$ cat config.mk
export PLATFORM = sky130hd
export DESIGN_NAME = ser2par_deser
export DESIGN_NICKNAME = d
export VERILOG_FILES = /design/src/rtl/ser2par_pkg.sv /design/src/rtl/s2p_frame_ctr.sv /design/src/rtl/s2p_shift_reg.sv /design/src/rtl/s2p_word_reg.sv /design/src/rtl/ser2par_deser.sv
export SDC_FILE = /design/constraint.sdc
export NUM_CORES = 1
export LEC_CHECK = 0
export ABC_CLOCK_PERIOD_IN_PS = 1310
export BUFFER_PORTS_ARGS = -buffer_cell sky130_fd_sc_hd__buf_2
export CAP_MARGIN = 20
export CORE_ASPECT_RATIO = 1.1
export CORE_UTILIZATION = 45
export DETAILED_ROUTE_END_ITERATION = 10
export HOLD_SLACK_MARGIN = 0.06
export PLACE_DENSITY = 0.78
export SKIP_CTS_REPAIR_TIMING = 1
export SLEW_MARGIN = 5
export SYNTH_ARGS = -nofsm -noshare
export SYNTH_HDL_FRONTEND = slang
export SYNTH_SLANG_ARGS = --single-unit
$ cat constraint.sdc
create_clock -name clk_i -period 1.31 [get_ports clk_i]
set_input_delay 0.1965 -clock clk_i [delete_from_list [all_inputs] [get_ports clk_i]]
set_output_delay 0.1965 -clock clk_i [all_outputs]
set_load 0.005 [all_outputs]
$ cat src/rtl/ser2par_pkg.sv
package ser2par_pkg;
  function automatic bit is_pow2(input int v);
    return (v >= 2) && ((v & (v - 1)) == 0);
  endfunction
endpackage

$ cat src/rtl/s2p_frame_ctr.sv
module s2p_frame_ctr #(
  parameter int N = 8,
  localparam int M = $clog2(N)
) (
  input  logic clk_i,
  input  logic rst_ni,
  output logic last_o
);
  logic [M-1:0] cnt_q;

  always_ff @(posedge clk_i or negedge rst_ni) begin
    if (!rst_ni) cnt_q <= '0;
    else         cnt_q <= cnt_q + 1'b1;  // power-of-two N wraps naturally
  end

  assign last_o = (cnt_q == M'(N - 1));

  AST_CNT_WRAP: assert property (@(posedge clk_i) disable iff (!rst_ni)
    last_o |=> (cnt_q == '0));
  AST_CNT_STEP: assert property (@(posedge clk_i) disable iff (!rst_ni)
    !last_o |=> (cnt_q == $past(cnt_q) + 1'b1));
endmodule

$ cat src/rtl/s2p_shift_reg.sv
module s2p_shift_reg #(
  parameter int N = 8
) (
  input  logic         clk_i,
  input  logic         rst_ni,
  input  logic         ser_i,
  output logic [N-1:0] next_o
);
  logic [N-1:0] sh_q;

  // Newest bit enters at the top, so the oldest bit of a frame ends at bit 0
  assign next_o = {ser_i, sh_q[N-1:1]};

  always_ff @(posedge clk_i or negedge rst_ni) begin
    if (!rst_ni) sh_q <= '0;
    else         sh_q <= next_o;
  end

  AST_BIT_TAKEN: assert property (@(posedge clk_i) disable iff (!rst_ni)
    1'b1 |=> (sh_q[N-1] == $past(ser_i)));
  AST_BIT_MOVES: assert property (@(posedge clk_i) disable iff (!rst_ni)
    1'b1 |=> (sh_q[N-2:0] == $past(sh_q[N-1:1])));
endmodule

$ cat src/rtl/s2p_word_reg.sv
module s2p_word_reg #(
  parameter int N = 8
) (
  input  logic         clk_i,
  input  logic         rst_ni,
  input  logic         load_i,
  input  logic [N-1:0] word_i,
  output logic [N-1:0] data_o,
  output logic         valid_o
);
  logic [N-1:0] data_q;
  logic         valid_q;

  always_ff @(posedge clk_i or negedge rst_ni) begin
    if (!rst_ni) begin
      data_q  <= '0;
      valid_q <= 1'b0;
    end else begin
      valid_q <= load_i;
      if (load_i) data_q <= word_i;
    end
  end

  assign data_o  = data_q;
  assign valid_o = valid_q;

  AST_LOAD_WORD: assert property (@(posedge clk_i) disable iff (!rst_ni)
    load_i |=> (data_o == $past(word_i)));
endmodule

$ cat src/rtl/ser2par_deser.sv
module ser2par_deser #(
  parameter int N = 8
) (
  input  logic         clk_i,
  input  logic         rst_ni,
  input  logic         ser_i,
  output logic [N-1:0] data_o,
  output logic         valid_o
);
  import ser2par_pkg::*;

  logic         last;
  logic [N-1:0] next_word;

  initial AST_N_POW2: assert (is_pow2(N));

  s2p_frame_ctr #(.N(N)) u_ctr (
    .clk_i  (clk_i),
    .rst_ni (rst_ni),
    .last_o (last)
  );

  s2p_shift_reg #(.N(N)) u_sh (
    .clk_i  (clk_i),
    .rst_ni (rst_ni),
    .ser_i  (ser_i),
    .next_o (next_word)
  );

  s2p_word_reg #(.N(N)) u_word (
    .clk_i   (clk_i),
    .rst_ni  (rst_ni),
    .load_i  (last),
    .word_i  (next_word),
    .data_o  (data_o),
    .valid_o (valid_o)
  );

  AST_HOLD: assert property (@(posedge clk_i) disable iff (!rst_ni)
    !valid_o |-> $stable(data_o));
  AST_VALID_ONE: assert property (@(posedge clk_i) disable iff (!rst_ni)
    valid_o |=> !valid_o);
  AST_LAST_BIT: assert property (@(posedge clk_i) disable iff (!rst_ni)
    $rose(valid_o) |-> (data_o[N-1] == $past(ser_i)));

  always @(posedge clk_i) begin
    if (!rst_ni) AST_RST_CLEAR: assert (data_o == '0 && !valid_o);
  end
endmodule

==> results list <==
- For this run, the share of the core covered by cells in the final layout is 0.580.
- Share of the clock period used by the worst path: 0.944
* Finished Cell Area: 782 sq um
- Routability-driven placement finished with a final weighted congestion of 0.626.
* Cell at the root of the clock tree: clkbuf_4
- The number of buffers and inverters on the critical path is 0.
- Power consumption: 954 uW
* Setup repair after global routing missed its margin: false
- Number of instances in the synthesized netlist: 32
- DR iter-0 viols: 0
* Proportion of synthesized chip area in sequential cells: 0.734
- Cell type with the largest total area after synthesis: dfrtp_1
- Net count after synthesis: 38
- In this run the worst path has a maximum fanout of 8.
- In this run the critical register-to-register path is launched from u_ctr.cnt_q[0]$_DFF_PN0_.
* Cell with the biggest individual delay on the critical path: dfrtp_1
- Site row count: 14
- Compared with the post-synthesis result, the final layout area differs by 20.7%.
* Arrival time at the worst endpoint: 1420 ps
- Synthesis warning total: 0
- Relative slew slack: 0.728
* Number of antenna violations at the first check in global routing: 0
- Kind of start point of the critical path: flop
- Once placement finished, the instance area stood at 719 sq um.
* Slew Viols, Final: 0
* CP Launch Point: u_ctr.cnt_q[0]$_DFF_PN0_
* Crit end category: flop
* Total number of vias: 307
- TritonCTS built the clock tree.
* Number of global-route vias before repair: 315
- The total area inside the core boundary comes to 1350 sq um.
- Top Ports: 12
- The worst-case IR drop observed on VDD is 0.736 mV.
* FMAX: 809 MHz
- Setup violations remaining at the end of the flow were counted as 0.
- Crit path time final: 1240 ps
* Post-Place Cells: 59
- The count of final hold-check violations was 0.
- The repair_antennas step left the layout with diodes totalling 0.
- The net count of the finished layout is 56.
- Number of remaining DRC errors: 0
* Clock net sink count: 19
- Global-route usage over all layers: 0.147
- The tool flagged a number of max-cap violations equal to 0.
- In this run the mean area of a mapped cell was 20.3 sq um.
* Clock-pin slew on the worst setup and hold paths: 100 ps
- For this configuration, the core starts out at a cell density of 0.481.
* Cells traversed along the worst timing path: ha_2 > ha_4 > mux2_4
- Run status: finished, final reports clean
* Worst stage delay on the critical path: 360 ps
* Min-delay worst type: input pin to async pin
* Combined area of all synthesized cells: 648 sq um
- At the pin with the least slew margin, the transition time is 409 ps.
- Across the routed clock network, the largest skew measured is 6.56 ps.
- Dividing the detail-routed wire length by the instance count gives 13.9 um.
- Summed over all layers, the routed wires come to 902 um.
- H-tree depth: 1
* Filler-free cell count of the finished design: 65
- Summed over all cells, the static leakage comes to 0.000393 uW.
- Synth area leaders: dfrtp_1, mux2_4, ha_1
* Largest net degree at the start of global routing: 20
- Most frequent cells in the layout: dfrtp_1, buf_2, mux2_4
- Later-pin clock latency in the skew report: 290 ps
- Area enclosed by the die boundary: 1600 sq um
* Final ANT Viol Nets: 0
- After legalization and detailed placement, the total HPWL measured 607 um.
* Fin Hold WS: 360 ps
- Number of distinct library cells after synthesis: 5
- Measured in cells, the most critical reg-to-reg path has a length of 3.
- In this run the deepest clock path goes through 2 buffers.
* Slack of the worst reg-to-reg path: 70 ps
- After detailed routing, the number of vias per cell comes to 4.72.
- Count of TritonRoute iterations in the first routing pass: 1
- Reg2Reg Capture Point: u_word.data_o[2]$_DFFE_PN0N_
* Family with the most delay on the worst path: adder cells
- Power per cell area: 1220 nW/um^2
- Most frequent standard cell in the layout excluding fill and tap cells: dfrtp_1
- Share of final-layout standard cells stronger than drive strength 1: 0.531
* Critical Setup Path Class: flop to flop
* Vertical die dimension: 41.8 um
* CTS Buf Count: 3
* Wire length of the first global-routing pass: 1.50 mm
* #FFs+latches synth: 19
* Die Span X: 38.2 um
* PortBufs: 11
- GRT Residual Overflow: 0
- STA puts the critical path data required time at 1500 ps.
- Area share of the largest cell type after synthesis: 0.734
[where the power goes]
| group | total, uW | internal (uW) | switching, uW |
|---|---|---|---|
| Combinational | 51.3 | 30.1 | 21.2 |
| Clock | 280 | 114 | 167 |
| Sequential | 622 | 610 | 12.3 |
[registers in the layout, indices dropped and copies added, names as in the netlist]
name / cells
u_word.valid_o: 1
u_word.data_o: 8
u_sh.sh_q: 7
u_ctr.cnt_q: 3
[cell type report]
type | count | area [sq um]
clock buffers | 3 | 22.5
clock inverters | 1 | 5.00
fillers | 103 | 567
inverters | 1 | 3.75
multi-input cells | 11 | 173
flip-flops and latches | 19 | 475
well taps | 16 | 20.0
repair buffers | 14 | 82.6
[cell usage after synthesis]
cell type	instances
buf_6	1
dfrtp_1	19
inv_1	1
mux2_4	8
ha_1	3
[logic make-up after synthesis]
group	Yosys count	share of synthesized area
adders and majority gates	3	0.0579
DFF	19	0.734
buffers and inverters	2	0.0232
muxes	8	0.185
[stage by stage]
| step | setup WS (ps) | setup TNS [ps] |
|---|---|---|
| after floorplan | 10.8 | 0 |
| after global placement | -101 | -787 |
| after detailed placement | -172 | -1340 |
| after CTS | -183 | -1410 |
| after global routing | 31.7 | 0 |
| final | 73.8 | 0 |
[how the worst max path moves through the flow]
stage	end	cells after the start
global placement	u_word.data_o[7]$_DFFE_PN0N_	3
global route	u_word.data_o[5]$_DFFE_PN0N_	3
detailed placement	u_word.data_o[5]$_DFFE_PN0N_	3
CTS	u_word.data_o[5]$_DFFE_PN0N_	3
finish	u_word.data_o[2]$_DFFE_PN0N_	3
floorplan	u_word.data_o[0]$_DFFE_PN0N_	4
[routing by layer]
layer / vias to the layer above / global-route usage / part of all wire
li1: 140 / - / -
met1: 152 / 0.187 / 0.45
met2: 11 / 0.203 / 0.47
met3: 4 / 0.0481 / 0.050
met4: 0 / 0.107 / 0.032
met5: - / 0 / 0
Power figures use the tool's default switching activity.
